==> src/rtl/afu_pkg.sv <==
package afu_pkg;

    typedef enum logic {
        SLOT_EMPTY = 1'b0,
        SLOT_FULL  = 1'b1
    } slot_e;

    typedef struct packed {
        logic ae_n;
        logic af_n;
        logic hf_n;
    } flags_t;

    localparam flags_t FLAGS_RST = '{ae_n: 1'b0, af_n: 1'b1, hf_n: 1'b1};

endpackage

==> src/rtl/afu_decode.sv <==
module afu_decode (
    input  logic fifo_sel,
    input  logic wr_en_n,
    input  logic rd_en_n,
    output logic fifo_wr,
    output logic ofs_wr,
    output logic ofs_rd
);
    always_comb begin
        fifo_wr = fifo_sel & ~wr_en_n;
        ofs_wr  = ~fifo_sel & ~wr_en_n;
        ofs_rd  = ~fifo_sel & ~rd_en_n;
    end

    always_comb begin
        assert_decode_excl_R4: assert (!(fifo_wr && ofs_wr));
    end
endmodule

==> src/rtl/afu_offset_bank.sv <==
module afu_offset_bank
    import afu_pkg::*;
#(
    parameter int DATA_W  = 18,
    parameter int OFS_W   = 10,
    parameter int DEF_OFS = 127
) (
    input  logic              clk,
    input  logic              rst_n,
    input  logic              ofs_wr,
    input  logic              ofs_rd,
    input  logic [DATA_W-1:0] wr_data,
    output logic [OFS_W-1:0]  empty_ofs,
    output logic [OFS_W-1:0]  full_ofs,
    output logic [DATA_W-1:0] rb_data
);
    localparam logic [OFS_W-1:0] OFS_RST = OFS_W'(DEF_OFS);

    typedef struct packed {
        logic [OFS_W-1:0]  empty;
        logic [OFS_W-1:0]  full;
        slot_e             wr_slot;
        slot_e             rd_slot;
        logic [DATA_W-1:0] rb;
    } bank_t;

    bank_t bank_d, bank_q;

    always_comb begin
        bank_d = bank_q;
        if (ofs_wr) begin
            if (bank_q.wr_slot == SLOT_EMPTY) begin
                bank_d.empty = wr_data[OFS_W-1:0];
            end else begin
                bank_d.full = wr_data[OFS_W-1:0];
            end
            bank_d.wr_slot = (bank_q.wr_slot == SLOT_EMPTY) ? SLOT_FULL : SLOT_EMPTY;
        end
        if (ofs_rd) begin
            bank_d.rb = (bank_q.rd_slot == SLOT_EMPTY) ? DATA_W'(bank_q.empty)
                                                     : DATA_W'(bank_q.full);
            bank_d.rd_slot = (bank_q.rd_slot == SLOT_EMPTY) ? SLOT_FULL : SLOT_EMPTY;
        end
    end

    always_ff @(posedge clk) begin
        if (!rst_n) begin
            bank_q.empty   <= OFS_RST;
            bank_q.full    <= OFS_RST;
            bank_q.wr_slot <= SLOT_EMPTY;
            bank_q.rd_slot <= SLOT_EMPTY;
            bank_q.rb      <= '0;
        end else begin
            bank_q <= bank_d;
        end
    end

    assign empty_ofs = bank_q.empty;
    assign full_ofs  = bank_q.full;
    assign rb_data   = bank_q.rb;

    assert_idle_hold_R4: assert property (@(posedge clk) disable iff (!rst_n)
        !ofs_wr |=> ($stable(empty_ofs) && $stable(full_ofs)));

    assert_empty_slot_keeps_full_R3: assert property (@(posedge clk) disable iff (!rst_n)
        (ofs_wr && bank_q.wr_slot == SLOT_EMPTY) |=> $stable(full_ofs));

    assert_rb_hold_R5: assert property (@(posedge clk) disable iff (!rst_n)
        !ofs_rd |=> $stable(rb_data));

    generate
        if (DATA_W > OFS_W) begin : g_upper_zero
            assert_rb_upper_zero_R2: assert property (@(posedge clk) disable iff (!rst_n)
                rb_data[DATA_W-1:OFS_W] == '0);
        end
    endgenerate
endmodule

==> src/rtl/afu_flag_gen.sv <==
module afu_flag_gen
    import afu_pkg::*;
#(
    parameter int DEPTH = 1024,
    parameter int OFS_W = 10,
    parameter int CNT_W = 11
) (
    input  logic             clk,
    input  logic             rst_n,
    input  logic [CNT_W-1:0] occupancy,
    input  logic [OFS_W-1:0] empty_ofs,
    input  logic [OFS_W-1:0] full_ofs,
    output flags_t           flags
);
    localparam logic [CNT_W-1:0] DEPTH_C = CNT_W'(DEPTH);
    localparam logic [CNT_W-1:0] HALF_C  = CNT_W'(DEPTH / 2);
    localparam logic [CNT_W-1:0] OFS_MAX = CNT_W'((1 << OFS_W) - 1);

    flags_t           flags_d, flags_q;
    logic [CNT_W-1:0] af_thr;
    logic             past_valid_q;

    always_comb begin
        af_thr       = DEPTH_C - CNT_W'(full_ofs);
        flags_d      = flags_q;
        flags_d.ae_n = !(occupancy <= CNT_W'(empty_ofs));
        flags_d.af_n = !(occupancy >= af_thr);
        flags_d.hf_n = !(occupancy > HALF_C);
    end

    always_ff @(posedge clk) begin
        if (!rst_n) begin
            flags_q      <= FLAGS_RST;
            past_valid_q <= 1'b0;
        end else begin
            flags_q      <= flags_d;
            past_valid_q <= 1'b1;
        end
    end

    assign flags = flags_q;

    assert_ae_at_zero_R6: assert property (@(posedge clk) disable iff (!rst_n)
        (past_valid_q && occupancy == '0) |=> !flags.ae_n);

    assert_ae_above_max_R6: assert property (@(posedge clk) disable iff (!rst_n)
        (past_valid_q && occupancy > OFS_MAX) |=> flags.ae_n);

    assert_af_at_depth_R7: assert property (@(posedge clk) disable iff (!rst_n)
        (past_valid_q && occupancy == DEPTH_C) |=> !flags.af_n);

    assert_hf_low_half_R8: assert property (@(posedge clk) disable iff (!rst_n)
        (past_valid_q && occupancy <= HALF_C) |=> flags.hf_n);

    assert_hf_at_depth_R8: assert property (@(posedge clk) disable iff (!rst_n)
        (past_valid_q && occupancy == DEPTH_C) |=> !flags.hf_n);
endmodule

==> src/rtl/almost_flag_unit.sv <==
module almost_flag_unit
    import afu_pkg::*;
#(
    parameter int DEPTH   = 1024,
    parameter int DATA_W  = 18,
    parameter int DEF_OFS = 127
) (
    input  logic                       clk,
    input  logic                       rst_n,
    input  logic                       fifo_sel,
    input  logic                       wr_en_n,
    input  logic                       rd_en_n,
    input  logic [DATA_W-1:0]          wr_data,
    input  logic [$clog2(DEPTH):0]     occupancy,
    output logic                       fifo_wr,
    output logic [DATA_W-1:0]          rb_data,
    output logic                       almost_empty_n,
    output logic                       almost_full_n,
    output logic                       half_full_n
);
    localparam int OFS_W = $clog2(DEPTH);
    localparam int CNT_W = OFS_W + 1;

    logic             ofs_wr, ofs_rd;
    logic [OFS_W-1:0] empty_ofs, full_ofs;
    flags_t           flags;

    afu_decode u_decode (
        .fifo_sel (fifo_sel),
        .wr_en_n  (wr_en_n),
        .rd_en_n  (rd_en_n),
        .fifo_wr  (fifo_wr),
        .ofs_wr   (ofs_wr),
        .ofs_rd   (ofs_rd)
    );

    afu_offset_bank #(
        .DATA_W  (DATA_W),
        .OFS_W   (OFS_W),
        .DEF_OFS (DEF_OFS)
    ) u_bank (
        .clk       (clk),
        .rst_n     (rst_n),
        .ofs_wr    (ofs_wr),
        .ofs_rd    (ofs_rd),
        .wr_data   (wr_data),
        .empty_ofs (empty_ofs),
        .full_ofs  (full_ofs),
        .rb_data   (rb_data)
    );

    afu_flag_gen #(
        .DEPTH (DEPTH),
        .OFS_W (OFS_W),
        .CNT_W (CNT_W)
    ) u_flags (
        .clk       (clk),
        .rst_n     (rst_n),
        .occupancy (occupancy),
        .empty_ofs (empty_ofs),
        .full_ofs  (full_ofs),
        .flags     (flags)
    );

    assign almost_empty_n = flags.ae_n;
    assign almost_full_n  = flags.af_n;
    assign half_full_n    = flags.hf_n;

    assert_fifo_path_keeps_offsets_R4: assert property (@(posedge clk) disable iff (!rst_n)
        fifo_wr |=> ($stable(empty_ofs) && $stable(full_ofs)));
endmodule

==> config.mk <==
export PLATFORM = sky130hd
export DESIGN_NAME = almost_flag_unit
export DESIGN_NICKNAME = d
export VERILOG_FILES = /design/src/rtl/afu_pkg.sv /design/src/rtl/afu_decode.sv /design/src/rtl/afu_offset_bank.sv /design/src/rtl/afu_flag_gen.sv /design/src/rtl/almost_flag_unit.sv
export SDC_FILE = /design/constraint.sdc
export NUM_CORES = 1
export LEC_CHECK = 0
export BUFFER_PORTS_ARGS = -buffer_cell sky130_fd_sc_hd__buf_2
export CORE_MARGIN = 3
export CORE_UTILIZATION = 52
export DETAILED_ROUTE_END_ITERATION = 10
export PLACE_DENSITY_LB_ADDON = 0.1
export SLEW_MARGIN = 25
export SYNTH_ARGS = -nofsm -noshare
export SYNTH_HDL_FRONTEND = slang
export SYNTH_SLANG_ARGS = --single-unit
==> constraint.sdc <==
create_clock -name clk -period 2.6 [get_ports clk]
set_clock_uncertainty 0.2 [all_clocks]
set_input_delay 0 -clock clk [delete_from_list [all_inputs] [get_ports clk]]
set_output_delay 0 -clock clk [all_outputs]
set_load 0.1 [all_outputs]
=== Word-level counts from Yosys, hierarchy flattened ===
Index checks and enable logic that the tools add are counted.

* $add $sub $neg: 1
* Order comparisons: 3
* Muxes and demuxes: 3
* Bitwise logic cells: 7
* Reduce and logical (&&, ||, !) cells: 5

{| class="wikitable"
|+ Operators with widths
! kind !! count
|-
| 11-bit greater-or-equal comparator || 1
|-
| 11-bit by 10-bit greater-than comparator with 1-bit output, second input constant || 1
|-
| 11-bit by 10-bit less-or-equal comparator with 1-bit output || 1
|-
| 11-bit by 10-bit subtractor with 11-bit output, first input constant || 1
|-
| 10-bit 2-to-1 mux || 1
|-
| 1-bit NOT || 4
|-
| 2-bit AND reduction || 2
|-
| 1-bit bitwise AND || 3
|-
| 1-bit logical NOT || 3
|-
| 1-bit 2-to-1 mux || 2
|}

* Register bits after elaboration: 43
* Input bits: 34

=== Depth between registers and ports, before layout ===
* Depth in word-level cells: 3
* Gate-level depth with buffers: 10

=== Hierarchy ===
Synthesis repeated with hierarchy kept, for this count alone.

* Cell total of the unflattened synthesis: 274
* Area total of the unflattened synthesis: 2238.4 sq um

{| class="wikitable"
|+ By module, submodules not included
! module !! times used !! cells an instance !! area an instance (sq um)
|-
| afu_offset_bank || 1 || 178 || 1496.4
|-
| afu_flag_gen || 1 || 93 || 725.7
|-
| afu_decode || 1 || 3 || 16.3
|}

=== Least setup slack after synthesis ===
No wires, ideal clock.

* Path kind: reg-to-reg
* Start: reg u_bank.bank_q, in the netlist u_bank.full_ofs[5]
* End: reg u_flags.flags_q, in the netlist u_flags.flags[1]
* Setup time: 78 ps
* Data arrival time: 1921 ps
* Required time: 2322 ps
* Slack: 401 ps
* Cell stages (with the launch flop): 7
* Cells stage by stage: dfxtp_1 > buf_6 > or4_4 > or3_1 > ha_1 > and4_1 > a32oi_1

* Cells in the longest elaborated chain, start to end: 3

{| class="wikitable"
|+ Ends and longest elaborated chain
! what !! line !! text
|-
| start, declared || afu_offset_bank.sv:27 || <nowiki>bank_t bank_d, bank_q;</nowiki>
|-
| start signal, assigned || afu_offset_bank.sv:54 || <nowiki>bank_q <= bank_d;</nowiki>
|-
| 11-bit by 10-bit subtractor with 11-bit output || afu_flag_gen.sv:24 || <nowiki>af_thr = DEPTH_C - CNT_W'(full_ofs);</nowiki>
|-
| 11-bit greater-or-equal comparator || afu_flag_gen.sv:27 || <nowiki>flags_d.af_n = !(occupancy >= af_thr);</nowiki>
|-
| 1-bit logical NOT || afu_flag_gen.sv:27 ||
|-
| end signal, assigned || afu_flag_gen.sv:36 || <nowiki>flags_q <= flags_d;</nowiki>
|-
| end, declared || afu_flag_gen.sv:19 || <nowiki>flags_t flags_d, flags_q;</nowiki>
|}

Every way passes these cells.
A chain may end at the register's enable or synchronous reset.

=== Worst setup path after layout ===
Ends and elaborated chain as after synthesis.

==> impl_metrics.env <==
export IMPL_synthTopCellsByArea="dfxtp_1, ha_1, nand2_1"
export IMPL_slowest_stage="or4_4"
export IMPL_max_stage_delay_ns=0.56
export IMPL_slew_violations=0
export IMPL_die_x_um=69.5
export IMPL_worstReg2RegStart="u_bank.full_ofs[5]"
export IMPL_setup_viol=0
export IMPL_layout_drive_gt1_share=0.168
export IMPL_synth_top_family_by_area="compound AO/OA/AOI/OAI gates"
export IMPL_cp_end_kind="flip-flop"
export IMPL_grt_pass1_vias=1705
export IMPL_worstSetupStartpointType="flip-flop"
export IMPL_gp_congestion=0.791
export IMPL_synth_area_mux_share=0.00477
export IMPL_hold_viol_final=0
export IMPL_synth_seq_cells=35
export IMPL_post_dp_hpwl_um=3550
export IMPL_io_pins=56
export IMPL_vias=1834
export IMPL_cellPowerDensity_nw_per_um2=551
export IMPL_status="finished, final reports clean"
export IMPL_synth_xor_area_share=0.0292
export IMPL_area_growth_pct=19.6
export IMPL_yosysUniqueCellTypes=38
export IMPL_final_common_cell="nand2_1"
export IMPL_clock_path_buffers=2
export IMPL_drc_errors=0
export IMPL_cp_max_fo=7
export IMPL_routed_wl_um=4720
export IMPL_ys_warn_count=0
export IMPL_synth_edf_count=0
export IMPL_row_count=22
export IMPL_cts_root_buffer="clkbuf_8"
export IMPL_fin_crit_sh=0.885
export IMPL_fin_nets=352
export IMPL_overflow=0
export IMPL_htree_levels=2
export IMPL_fp_dieH_um=69.5
export IMPL_core_area_um2=3770
export IMPL_rsz0062_at_grt="false"
export IMPL_cts_tree="done"
export IMPL_synth_compound_area_frac=0.202
export IMPL_io_buffers=39
export IMPL_synthAdderAreaFrac=0.131
export IMPL_synthFlopType="dfxtp_1"
export IMPL_synth_top_cell_area_share=0.334
export IMPL_crit_chain="or4_4 > or3_1 > ha_1 > a21oi_1 > o21ai_0 > a32oi_1"
export IMPL_clock_sinks=35
export IMPL_min_period_ns=2.30
export IMPL_setup_tns_ns=0
export IMPL_synth_area_um2=2100
export IMPL_grt_pass1_wl_um=7890
export IMPL_final_cell_mix="nand2_1, buf_2, dfxtp_1"
export IMPL_antenna_left=0
export IMPL_cp_arrival_ns=2.30
export IMPL_syn_avg_cell_area_um2=8.39
export IMPL_die_area_um2=4830
export IMPL_hp_class="input pin to flip-flop"
export IMPL_wl_met2_um=2350
export IMPL_drt_iter0_drc=122
export IMPL_antenna_found_initial=0
export IMPL_rrSetupSlack_ns=0.30
export IMPL_vias_per_cell=5.32
export IMPL_routed_wl_met3_um=191
export IMPL_clkTransAtPathRegs_ns=0.07
export IMPL_antenna_diode_count=0
export IMPL_insertion_delay_ns=0.28
export IMPL_wl_met1_um=2140
export IMPL_post_cts_buffers=0
export IMPL_track_usage=0.201
export IMPL_ys_seq_area_frac=0.334
export IMPL_worstMarginPinSlew_ns=0.652
export IMPL_numCtsBuffers=5
export IMPL_placed_area_um2=2210
export IMPL_slew_headroom=0.565
export IMPL_initial_utilization=0.556
export IMPL_fin_area_um2=2510
export IMPL_crit_end="u_flags.flags[1]"
export IMPL_syn_inst=250
export IMPL_crit_required_ns=2.60
export IMPL_grt_max_degree=37
export IMPL_synth_simple_area_share=0.184
export IMPL_dr_pass1_iters=4
export IMPL_p_leak_uw=0.00123
export IMPL_crit_path_start="u_bank.full_ofs[5]"
export IMPL_ir_drop_mv=0.410
export IMPL_path_class="flip-flop to flip-flop"
export IMPL_fmax_mhz=435
export IMPL_wl_per_cell_um=13.7
export IMPL_yosys_area_top_type="dfxtp_1"
export IMPL_reg2reg_depth=6
export IMPL_synth_async_reset_ratio=0
export IMPL_drv_cap=0
export IMPL_maxUsedRoutingLayer="met4"
export IMPL_worstReg2RegEnd="u_flags.flags[1]"
flip-flops by register name (all words and copies together) (netlist names):
name              cells
u_bank.bank_q         2
u_bank.full_ofs      10
u_flags.flags         3
u_bank.rb_data       10
u_bank.empty_ofs     10
critical path: cells and delay by family (launching register included):
kind,cells,cell delay [ns]
compound gates,3,0.40
fa+ha+maj,1,0.31
flops,1,0.37
simple gates,2,0.94
layout make-up:
type                       count  area, µm²
fill                         327       1260
multi-input combinational    179       1190
sequential                    35        701
timing repair buffer          61        410
clock buffer                   8        100
tap                           48       60.1
inverter                      14       52.6
power breakdown:
part,internal [µW],total [µW],switching (µW)
sequential,567,590,23.0
clock,242,426,184
combinational,104,368,263
cells in the mapped netlist (3+ instances only):
| cell type | instances |
|---|---|
| a21boi_0 | 7 |
| a21o_1 | 3 |
| a21oi_1 | 8 |
| buf_4 | 18 |
| clkbuf_1 | 9 |
| dfxtp_1 | 35 |
| ha_1 | 22 |
| inv_1 | 14 |
| nand2_1 | 49 |
| nand3_1 | 8 |
| nor2_1 | 6 |
| nor3_1 | 5 |
| o211a_1 | 10 |
| o211ai_1 | 17 |
| o21ai_0 | 5 |
| xor2_1 | 6 |
metrics by stage:
stage	hold slack [ns]	std cells	utilization	total power [µW]	setup slack [ns]
finish	0.0572	345	0.666	1380	0.299
global route	0.0813	345	0.666	1450	0.121
CTS	0.0589	345	0.666	1390	0.291
detailed placement	0.0288	317	0.586	948	0.312
global placement	0.0271	317	0.586	944	0.365
floorplan	-0.0880	257	-	898	0.401
how the worst min path moves through the flow:
stage	startpoint	to	slack (ns)	cells after the start
2_1_floorplan	occupancy[10]	u_flags.flags[0]	-0.09	1
3_3_place_gp	wr_data[2]	u_bank.full_ofs[2]	0.03	3
3_5_place_dp	wr_data[2]	u_bank.full_ofs[2]	0.03	3
4_1_cts	occupancy[6]	u_flags.flags[2]	0.06	4
5_1_grt	occupancy[6]	u_flags.flags[2]	0.08	4
6_report	occupancy[7]	u_flags.flags[1]	0.06	4
routing by layer:
metal,GRT usage,up-vias
li1,-,943
met5,0,-
met3,0.0522,6
met1,0.257,840
met4,0.0390,0
met2,0.342,45
cells by family after synthesis:
kind of cell,Yosys count
mux,1
compound gates,57
simple gates,84
xor+xnor,7
fa+ha+maj,22
flops,35
other cells,1
buf+inv,43
what timing repair did:
item                                   CTS  global route
endpoints found under the hold margin   24             0
hold buffers                            20             0
gates resized for setup                  0             0
setup endpoints to repair                0             0
(Power assumes the default switching activity.)
